===== src/rtl/fp16w_pkg.sv =====
package fp16w_pkg;

    localparam int H_EXP_W  = 5;
    localparam int H_FRAC_W = 10;
    localparam int S_EXP_W  = 8;
    localparam int S_FRAC_W = 23;
    localparam int H_W      = 1 + H_EXP_W + H_FRAC_W;
    localparam int S_W      = 1 + S_EXP_W + S_FRAC_W;
    localparam int FRAC_PAD = S_FRAC_W - H_FRAC_W;
    localparam int H_BIAS   = (1 << (H_EXP_W - 1)) - 1;
    localparam int S_BIAS   = (1 << (S_EXP_W - 1)) - 1;
    localparam int REBIAS   = S_BIAS - H_BIAS;
    localparam int LZ_W     = $clog2(H_FRAC_W + 1);

    typedef struct packed {
        logic                sign;
        logic [H_EXP_W-1:0]  exp;
        logic [H_FRAC_W-1:0] frac;
    } half_t;

    typedef struct packed {
        logic                sign;
        logic [S_EXP_W-1:0]  exp;
        logic [S_FRAC_W-1:0] frac;
    } single_t;

    typedef enum logic [2:0] {
        HC_ZERO,
        HC_SUB,
        HC_NORM,
        HC_INF,
        HC_NAN
    } hclass_e;

    function automatic hclass_e classify(input half_t h);
        if (h.exp == '0)
            return (h.frac == '0) ? HC_ZERO : HC_SUB;
        else if (h.exp == '1)
            return (h.frac == '0) ? HC_INF : HC_NAN;
        else
            return HC_NORM;
    endfunction

endpackage


===== src/rtl/h2s_lzc.sv =====
module h2s_lzc #(
    parameter int W  = 10,
    parameter int CW = $clog2(W + 1)
) (
    input  logic [W-1:0]  vec,
    output logic [CW-1:0] cnt
);

    always_comb begin
        cnt = CW'(W);
        for (int i = 0; i < W; i++) begin
            if (vec[i]) cnt = CW'(W - 1 - i);
        end
    end

    // the counted position holds a one and nothing above it is set
    always_comb begin
        if (vec != '0) begin
            a_r5_lead_one: assert (vec[W - 1 - int'(cnt)] == 1'b1);
            a_r5_none_above: assert ((vec >> (W - int'(cnt))) == '0);
        end
    end

endmodule


===== src/rtl/h2s_core.sv =====
module h2s_core
    import fp16w_pkg::*;
(
    input  logic [H_W-1:0] in_half,
    output logic [S_W-1:0] out_single
);

    half_t               h;
    single_t             s;
    hclass_e             cls;
    logic [LZ_W-1:0]     lz;
    logic [H_FRAC_W-1:0] sub_frac;
    logic [S_EXP_W-1:0]  sub_exp;

    assign h   = half_t'(in_half);
    assign cls = classify(h);

    h2s_lzc #(.W(H_FRAC_W), .CW(LZ_W)) u_lzc (
        .vec (h.frac),
        .cnt (lz)
    );

    // shifting past the leading one drops the hidden bit
    assign sub_frac = h.frac << (int'(lz) + 1);
    assign sub_exp  = S_EXP_W'(REBIAS - int'(lz));

    always_comb begin
        s.sign = h.sign;
        s.exp  = '0;
        s.frac = '0;
        unique case (cls)
            HC_ZERO: begin
                s.exp  = '0;
                s.frac = '0;
            end
            HC_SUB: begin
                s.exp  = sub_exp;
                s.frac = {sub_frac, {FRAC_PAD{1'b0}}};
            end
            HC_NORM: begin
                s.exp  = S_EXP_W'(int'(h.exp) + REBIAS);
                s.frac = {h.frac, {FRAC_PAD{1'b0}}};
            end
            HC_INF: begin
                s.exp  = '1;
                s.frac = '0;
            end
            HC_NAN: begin
                s.exp  = '1;
                s.frac = {1'b1, h.frac[H_FRAC_W-2:0], {FRAC_PAD{1'b0}}};
            end
            default: begin
                s.exp  = '0;
                s.frac = '0;
            end
        endcase
    end

    assign out_single = s;

    // on the combinational result
    always_comb begin
        a_r6_sign_kept: assert (out_single[S_W-1] == in_half[H_W-1]);
        a_r9_low_zero: assert (out_single[FRAC_PAD-1:0] == '0);
    end

endmodule


===== src/rtl/h2s_widen.sv =====
module h2s_widen
    import fp16w_pkg::*;
#(
    parameter bit REGISTERED = 1'b1
) (
    input  logic        clk,
    input  logic        rst,
    input  logic        in_valid,
    input  logic [15:0] in_half,
    output logic        out_valid,
    output logic [31:0] out_single
);

    logic [S_W-1:0] conv;

    h2s_core u_core (
        .in_half    (in_half),
        .out_single (conv)
    );

    generate
        if (REGISTERED) begin : g_reg
            logic           vld_q;
            logic [S_W-1:0] data_q;

            always_ff @(posedge clk) begin
                if (rst) begin
                    vld_q  <= 1'b0;
                    data_q <= '0;
                end else begin
                    vld_q <= in_valid;
                    if (in_valid) data_q <= conv;
                end
            end

            assign out_valid  = vld_q;
            assign out_single = data_q;

            a_r7_valid_rise: assert property (@(posedge clk) disable iff (rst)
                in_valid |=> out_valid);
            a_r7_valid_fall: assert property (@(posedge clk) disable iff (rst)
                !in_valid |=> !out_valid);
            a_r7_hold: assert property (@(posedge clk) disable iff (rst)
                !in_valid |=> $stable(out_single));
            a_r6_sign_reg: assert property (@(posedge clk) disable iff (rst)
                in_valid |=> out_single[31] == $past(in_half[15]));
            a_r4_quiet: assert property (@(posedge clk) disable iff (rst)
                (out_valid && out_single[30:23] == 8'hFF && out_single[22:0] != '0)
                |-> out_single[22]);
            a_r8_cleared: assert property (@(posedge clk)
                rst |=> (!out_valid && out_single == '0));
        end else begin : g_comb
            assign out_valid  = in_valid;
            assign out_single = conv;
        end
    endgenerate

endmodule


===== config.mk =====
export PLATFORM = sky130hd
export DESIGN_NAME = h2s_widen
export DESIGN_NICKNAME = d
export VERILOG_FILES = /design/src/rtl/fp16w_pkg.sv /design/src/rtl/h2s_lzc.sv /design/src/rtl/h2s_core.sv /design/src/rtl/h2s_widen.sv
export SDC_FILE = /design/constraint.sdc
export NUM_CORES = 1
export LEC_CHECK = 0
export BUFFER_PORTS_ARGS = -buffer_cell sky130_fd_sc_hd__buf_2
export CAP_MARGIN = 15
export CORE_MARGIN = 2
export CORE_UTILIZATION = 47
export DETAILED_ROUTE_END_ITERATION = 8
export PLACE_DENSITY = 0.84
export SLEW_MARGIN = 20
export SYNTH_ARGS = -nofsm -noshare
export SYNTH_HDL_FRONTEND = slang
export SYNTH_SLANG_ARGS = --single-unit

===== constraint.sdc =====
create_clock -name clk -period 2.9 [get_ports clk]
set_clock_uncertainty 0.1 [all_clocks]
set_input_delay 0.435 -clock clk [delete_from_list [all_inputs] [get_ports clk]]
set_output_delay 0.435 -clock clk [all_outputs]
set_load 0.01 [all_outputs]

# Yosys cells after proc, flatten, opt, wreduce, memory -nomap -nowiden
# Index checks and enable logic that the tools add are counted.
# totals
ff_bits	33
input_bits	19
out_inout_bits	33
elab_cells	28
# op_classes
add_sub_neg	3
eq_ne	5
shifts	1
muxes	15
n_reduce_logical	2
# ops
cell	count
$pmux 31 s4	1
$mux 4	9
$shl 10x32->10	1
$logic_not 10->1	1
$mux 3	3
$add 5x7->8 const B	1
$sub 7x4->8 const A	1
$eq 3x2->1 const B	2
$add 4x1->5 const B	1
$eq 5x5->1 const B	1
$logic_not 5->1	1
$eq 3x1->1 const B	1
$eq 3x3->1 const B	1
$mux 2	1
$mux 1	1

# Depth between registers and ports, before layout
# Gate-level depths: netlist (run 1).
# depth
ltp_word	13
mapped_depth	14
mapped_depth_nobuf	10

# Hierarchy
# A second synthesis (run 1) with hierarchy kept.
# unflattened
cells_unflattened	233
area_unflattened_um2	2093.3
# by_module_without_submodules
module	n_inst	cells_per_inst	area_each_um2	seq_area_each_um2
h2s_widen	1	106	1202.4	660.6
h2s_core	1	110	793.3	0.0
h2s_lzc	1	17	97.6	0.0

# Worst setup path after synthesis (run 1)
# Ideal clock, no wire load.
# synth_timing
kind	input to register
startpoint	in in_half[7]
endpoint	reg g_reg.data_q[22], in the netlist out_single[22]
setup_ps	73
t_arrival_ps	2710
t_required_ps	2727
slack_ps	17
path_stages	12
path_buffers	4
path_cell_list	buf_2 > nor4_1 > o21ai_1 > and2_1 > buf_4 > ha_1 > clkbuf_1 > inv_1 > clkbuf_1 > o21ai_1 > or4_1 > o211ai_2
# synth_between
elab_chain_cells	6
elab_cells_between_ends	15
cone_classes	1 x add/sub; 4 x eq/ne; 1 x shift; 8 x mux; 1 x reduce/logical
# synth_rtl
element	line	source
start: declaration	h2s_widen.sv:9	input logic [15:0] in_half,
$mux 4 / $logic_not 10->1 (equally long branches)	h2s_lzc.sv:12, fp16w_pkg.sv:37, fp16w_pkg.sv:39	
$mux 4 / $mux 3 (equally long branches)	h2s_lzc.sv:12, fp16w_pkg.sv:39	
$mux 4 / $mux 3 (equally long branches)	h2s_lzc.sv:12, fp16w_pkg.sv:38	
$add 4x1->5 / $mux 3 (equally long branches)	h2s_core.sv:24, fp16w_pkg.sv:36	
$shl 10x32->10, or another cell as far along	h2s_core.sv:24	assign sub_frac = h.frac << (int'(lz) + 1);
$pmux 31 s4 *	h2s_core.sv:31	unique case (cls)
end signal: assignment	h2s_widen.sv:32	if (in_valid) data_q <= conv;
end: declaration	h2s_widen.sv:24	logic [S_W-1:0] data_q;
# Mark *: on every way between the ends. The rest lies on a longest branch, timed or not.
# A chain may end at the register's enable or synchronous reset.

# Worst setup path in the final report (run 1)
# layout_timing
startpoint	in in_half[5]
endpoint	reg g_reg.data_q[22], in the netlist out_single[22]
# layout_between
elab_chain_cells	8
elab_cells_between_ends	17
cone_classes	1 x add/sub; 4 x eq/ne; 1 x shift; 10 x mux; 1 x reduce/logical
# layout_rtl
element	line	source
$mux 4 (5 in series)	h2s_lzc.sv:12	if (vec[i]) cnt = CW'(W - 1 - i);
$add 4x1->5	h2s_core.sv:24	
$shl 10x32->10	h2s_core.sv:24	
$pmux 31 s4 *	h2s_core.sv:31	
# Marked as above.

==> reports/results.tsv, run 1 <==
metric	value	unit
total net switching power	0.000244	W
nets@finish	302	
Power Dens Cells	352	nW/µm²
Distinct cells, synth	62	
grt met2 use	0.392	
fraction of registers with async set/reset	0	
Final Hold Violating Endpoints	0	
Sink Count	19	
Worst EP required	2.99	ns
Tot Pwr	0.000722	W
number of flops mapped to enable cells by yosys	0	
Finish-stage setup viols	0	
core footprint	3630	µm²
Final Cell Area	2050	µm²
critical path cell sequence	buf_2, nor4_1, o21ai_1, and2_1, ha_1, inv_1, o21ai_1, or4_1, o211ai_2	
Synth area leader	dfxtp_1	
Post-CTS Hold Fix Bufs	0	
Horiz. Die Dim	65.4	µm
CP bufs+invs	2	
Yosys warning total	0	
met3 Resource Use GR	0.0188	
post-synthesis sequential area ratio	0.215	
Net Sw Frac	0.338	
status	complete, no violations	
max cap viols	0	
Setup TNS	0	ns
syn_area_per_cell	7.40	µm²
CP max stage cell	or4_1	
root buf cell	clkbuf_8	
most used cell, CP	o21ai_1	
Final Non-Filler Cells	328	
post-route ant nets	0	
aggregate global-route resource usage	0.243	
TritonRoute pass-1 iters	5	
Crit path max-delay family	simple AND/OR/NAND/NOR gates	
CP Class	in -> reg	
GR Layer Usage met1	0.328	
clock share of power	0.253	
via/cell ratio	5.82	
internal power	0.000478	W
CTS tree	yes	
buffers from clock root to sink, at most	2	
Main synth FF type	dfxtp_1	
GP Congestion	0.969	
Mapped Cells	239	
Clock Latency Late Sink	0.25	ns
GRT overflow	0	
Slew Limit Fails	0	
Synth-to-Final Area Change	16.0	%
row cnt	22	
CTS Buf Count	3	
Hold WC Path Type	in -> reg	
first-pass GRT wire length	8160	µm
die height	65.4	µm
IO Pins	52	
Initial Util	0.487	
fmax	0.389	GHz
Crit Path Max Fanout	11	
initial antenna violation count	0	
largest net degree at the start of global routing	20	
Worst VDD drop	145	µV
final worst-path cycle share	0.887	
Worst EP arrival	2.66	ns
Crit. End Element	flip-flop	
Diodes inserted	0	
Synth Register Bits	19	
post-CTS sizing	0	
Placed Instance Area	2010	µm²
starting DRC count in detailed routing	174	
RSZ-0062 raised after global routing	false	
Most Crowded Layer GR	met2	
Yosys top cell area share	0.215	
DRT Wirelength	4820	µm
placed insts	324	
Comb pwr share	0.354	
Port Buf Inserts	38	
CTS H-tree lvls	1	
layout cells sized above 1	0.261	
Static Leak	0.916	nW
DIE AREA	4270	µm²
Final Util	0.565	
HPWL after DPL	3830	µm
mapped cell area	1770	µm²
fin crit period	2.57	ns
Clock transition at path regs	0.06	ns
Slew headroom	0.623	
Worst Tran Pin Value	0.559	ns
wire per inst	14.7	µm
DR vias	1910	
Crit path largest cell delay	0.56	ns
vias in the first global route	1727	
synth top area cells	dfxtp_1 21%, buf_4 6.8%, nor2_1 5.1%	
Worst Setup Start Kind	input pin	
Sequential Power Share	0.393	
post-CTS setup buffer count	0	
remaining routing DRC violations	0	
[placed cells by master (no fill, tap or decap), types with 7 or more instances in the layout]
cell     synthesis  final
nor2_1          24     24
nand2_1         22     22
o21ai_0          7      7
nor2b_1          7      7
buf_2            7     38
conb_1           1     13
buf_4           16     18
dfxtp_1         19     19
nand3_1          8      8
a21oi_1         15     15
inv_1            9      9
[logic make-up after synthesis]
logic type | synth area share
adders and majority gates | 0.0141
xor gates and xnor gates | 0.0149
buffers and inverters | 0.130
muxes | 0.0368
other | 0.00212
and+or+nand+nor | 0.273
AOI/OAI and AO/OA | 0.314
DFF | 0.215
[layer usage]
layer / wire length, µm / vias to the layer above / part of all wire
met1: 2150 / 887 / 0.45
met5: 0 / - / 0
met3: 325 / 9 / 0.067
met2: 2250 / 91 / 0.47
li1: - / 923 / -
met4: 92 / 0 / 0.019
[worst paths after layout]
path | start | end | slack, ns | depth (start not counted)
setup / recovery | in_half[5] | out_single[22]$_SDFFE_PP0P_ | 0.33 | 9
hold / removal | in_half[15] | out_single[31]$_SDFFE_PP0P_ | 0.32 | 3
setup reg to reg | out_single[21]$_SDFFE_PP0P_ | out_single[21]$_SDFFE_PP0P_ | 1.87 | 2
hold reg to reg | out_single[23]$_SDFFE_PP0P_ | out_single[23]$_SDFFE_PP0P_ | 0.36 | 2
[synth_stat cells (2+ instances only)]
master / instances
nand2b_1: 5
a211o_1: 3
and2_1: 3
o221ai_1: 2
buf_1: 2
o21ai_0: 7
o211ai_1: 5
or4_1: 2
a211oi_1: 3
nand2_1: 22
nand3_1: 8
mux2i_1: 5
ha_1: 2
and3_1: 4
o21ai_1: 5
nor2_1: 24
nor4_4: 2
buf_4: 16
o21a_1: 2
a221oi_1: 2
a21boi_1: 2
buf_2: 7
a31oi_1: 3
a221oi_2: 2
xnor2_1: 2
nor3_1: 5
a32oi_1: 3
o31a_1: 3
nor2b_1: 7
dfxtp_1: 19
inv_1: 9
clkbuf_1: 5
a21oi_1: 15
o22ai_1: 5
[metrics by stage]
step,hold WS [ns],setup WS (ns)
CTS,0.325,0.379
global route,0.356,0.115
global placement,0.334,0.177
finish,0.318,0.328
floorplan,0.376,0.0170
detailed placement,0.357,0.119
[final cells by class]
type / instances / area (µm²)
Sequential cell: 19 / 380
Inverter: 10 / 37.5
Tap cell: 48 / 60.1
Clock buffer: 4 / 45.0
Fill cell: 380 / 1580
Multi-Input combinational cell: 191 / 1200
Timing Repair Buffer: 56 / 325
[worst reg2reg max path: stages, from the launching register on]
cell,delay (ns)
dfxtp_1,0.33
a222oi_1,0.34
a31oi_1,0.14
[registers in the layout, indices dropped and copies added (netlist names)]
name,count
out_single,18
out_valid,1
[power groups by stage]
stage | logic, W | clock network, W | registers, W
final | 0.000256 | 0.000183 | 0.000284
after global routing | 0.000282 | 0.000198 | 0.000285
after CTS | 0.000252 | 0.000186 | 0.000284
after detailed placement | 0.000251 | 0 | 0.000290
after global placement | 0.000248 | 0 | 0.000289
after floorplan | 0.000175 | 0 | 0.000297
Power figures use the tool's default switching activity.
==> inputs of run 2 (changes only) <==
RECOVER_POWER = 50   (was not set)
==> run 2 against run 1 <==
  * Flip-flop and latch count did not move
  * Critical path type unchanged
  * Sequential power barely moved
  * Critical path depth did not move
  * Largest power group unchanged
  * Highest routed layer unchanged
  * Die area did not move
==> reports/results.tsv, run 2 (synthesis gave the netlist of run 1 again) <==
metric	value	unit	change
placed insts	324		unchanged
CP Class	in -> reg		unchanged
root buf cell	clkbuf_8		unchanged
status	complete, no violations		unchanged
TritonRoute pass-1 iters	5		unchanged
Multi-input gate area	1200	µm²	unchanged
Placed Instance Area	2010	µm²	unchanged
CP max stage cell	or4_1		unchanged
GP Congestion	0.969		unchanged
Worst VDD drop	143	µV	was 145 µV
Post-CTS Hold Fix Bufs	0		unchanged
CTS H-tree lvls	1		unchanged
core footprint	3630	µm²	unchanged
Slew Limit Fails	0		unchanged
max cap viols	0		unchanged
first-pass GRT wire length	8160	µm	unchanged
Final Cell Area	2030	µm²	was 2050 µm²
post-route ant nets	0		unchanged
CTS Buf Count	3		unchanged
die height	65.4	µm	unchanged
buffers from clock root to sink, at most	2		unchanged
row cnt	22		unchanged
Worst Tran Pin Value	0.683	ns	was 0.559 ns
vias in the first global route	1727		unchanged
Crit Path Max Fanout	11		unchanged
Hold WC Path Type	in -> reg		unchanged
RSZ-0062 raised after global routing	false		unchanged
GRT overflow	0		unchanged
post-CTS setup buffer count	0		unchanged
CTS tree	yes		unchanged
fin crit period	2.60	ns	was 2.57 ns
Setup TNS	0	ns	unchanged
DR vias	1908		was 1,910
Worst EP required	2.99	ns	about the same
fmax	0.385	GHz	was 0.389 GHz
final worst-path cycle share	0.897		was 0.887
Crit. End Element	flip-flop		unchanged
most frequent cells in the layout	24 x nor2_1, 22 x nand2_1, 21 x buf_2, 19 x dfxtp_1		was 38 x buf_2, 24 x nor2_1, 22 x nand2_1, 19 x dfxtp_1, 18 x buf_4
DIE AREA	4270	µm²	unchanged
post-CTS sizing	0		unchanged
commonest non-fill, non-tap cell in the layout	nor2_1		was buf_2
Synth-to-Final Area Change	14.8	%	was 16.0%
remaining routing DRC violations	0		unchanged
nets@finish	302		unchanged
met3 routed wirelength	383	µm	was 325 µm
max FFs per register	18		unchanged
wire length on met1	2120	µm	was 2150 µm
layout cells sized above 1	0.200		was 0.261
Slew headroom	0.545		was 0.623
Clock Latency Late Sink	0.26	ns	was 0.25 ns
Clock transition at path regs	0.06	ns	about the same
Finish-stage setup viols	0		unchanged
Port Buf Inserts	38		unchanged
largest net degree at the start of global routing	20		unchanged
wire per inst	14.8	µm	was 14.7 µm
Crit path max-delay family	simple AND/OR/NAND/NOR gates		unchanged
initial antenna violation count	0		unchanged
Worst Setup Start Kind	input pin		unchanged
via/cell ratio	5.82		about the same
Sink Count	19		unchanged
Horiz. Die Dim	65.4	µm	unchanged
aggregate global-route resource usage	0.243		unchanged
Final Hold Violating Endpoints	0		unchanged
Initial Util	0.487		unchanged
Worst EP arrival	2.69	ns	was 2.66 ns
HPWL after DPL	3830	µm	unchanged
met2 wire length	2270	µm	was 2250 µm
Seq. cell area	380	µm²	unchanged
IO Pins	52		unchanged
Diodes inserted	0		unchanged
CP bufs+invs	2		unchanged
# fillers	388		was 380
Power Dens Cells	354	nW/µm²	was 352 nW/µm²
Static Leak	0.851	nW	was 0.916 nW
Crit path largest cell delay	0.57	ns	was 0.56 ns
critical path cell sequence	buf_2, nor4_1, o21ai_1, and2_1, ha_1, inv_1, o21ai_1, or4_1, o211ai_2		unchanged
most used cell, CP	o21ai_1		unchanged
Final Non-Filler Cells	328		unchanged
Top Metal Used	met4		unchanged
starting DRC count in detailed routing	168		was 174
DRT Wirelength	4860	µm	was 4820 µm
## run 2: cell count changes in the layout (fill, tap and decap cells not counted), sizes merged
cell | before | now
clkbuf | 4 | 21
buf | 56 | 39
## run 2: stage by stage
step,setup WS (ns),utilization,hold WS [ns],total power (W)
final,0.300,0.559,0.317,0.000719
after CTS,0.379,0.565,0.325,0.000722
after floorplan,0.0170,-,0.376,0.000472
after detailed placement,0.119,0.552,0.357,0.000541
after global placement,0.177,0.552,0.334,0.000537
after global routing,0.115,0.559,0.357,0.000763
## run 2: layer usage
layer / vias to the layer above / track usage
met2: 100 / 0.392
met3: 9 / 0.0188
met1: 876 / 0.328
li1: 923 / -
met5: - / 0
met4: 0 / 0.112
## run 2: final timing paths
check | startpoint | to | slack [ns] | cells after the start
worst max-delay path | in_half[5] | out_single[22]$_SDFFE_PP0P_ | 0.30 | 9
worst min register to register | out_single[23]$_SDFFE_PP0P_ | out_single[23]$_SDFFE_PP0P_ | 0.36 | 2
worst max register to register | out_single[21]$_SDFFE_PP0P_ | out_single[21]$_SDFFE_PP0P_ | 1.87 | 2
worst min-delay path | in_half[15] | out_single[31]$_SDFFE_PP0P_ | 0.32 | 3
## run 2: area by class of cell
class                      instances  area share
clock buffer                       4      0.0222
inverter                          10      0.0185
multi-input combinational        191       0.593
sequential                        19       0.187
tap                               48      0.0296
timing repair buffer              56       0.150
## run 2: power breakdown
part	switching, W	internal, W	total, W
clock network	0.0000840	0.0000978	0.000182
registers	0.00000775	0.000277	0.000284
logic	0.000152	0.000100	0.000252
total	0.000244	0.000475	0.000719
## run 2: worst min-delay path, cell delays in order
cell and delay [ns]:
buf_2 0.07, mux2i_1 0.06, nor2_1 0.07
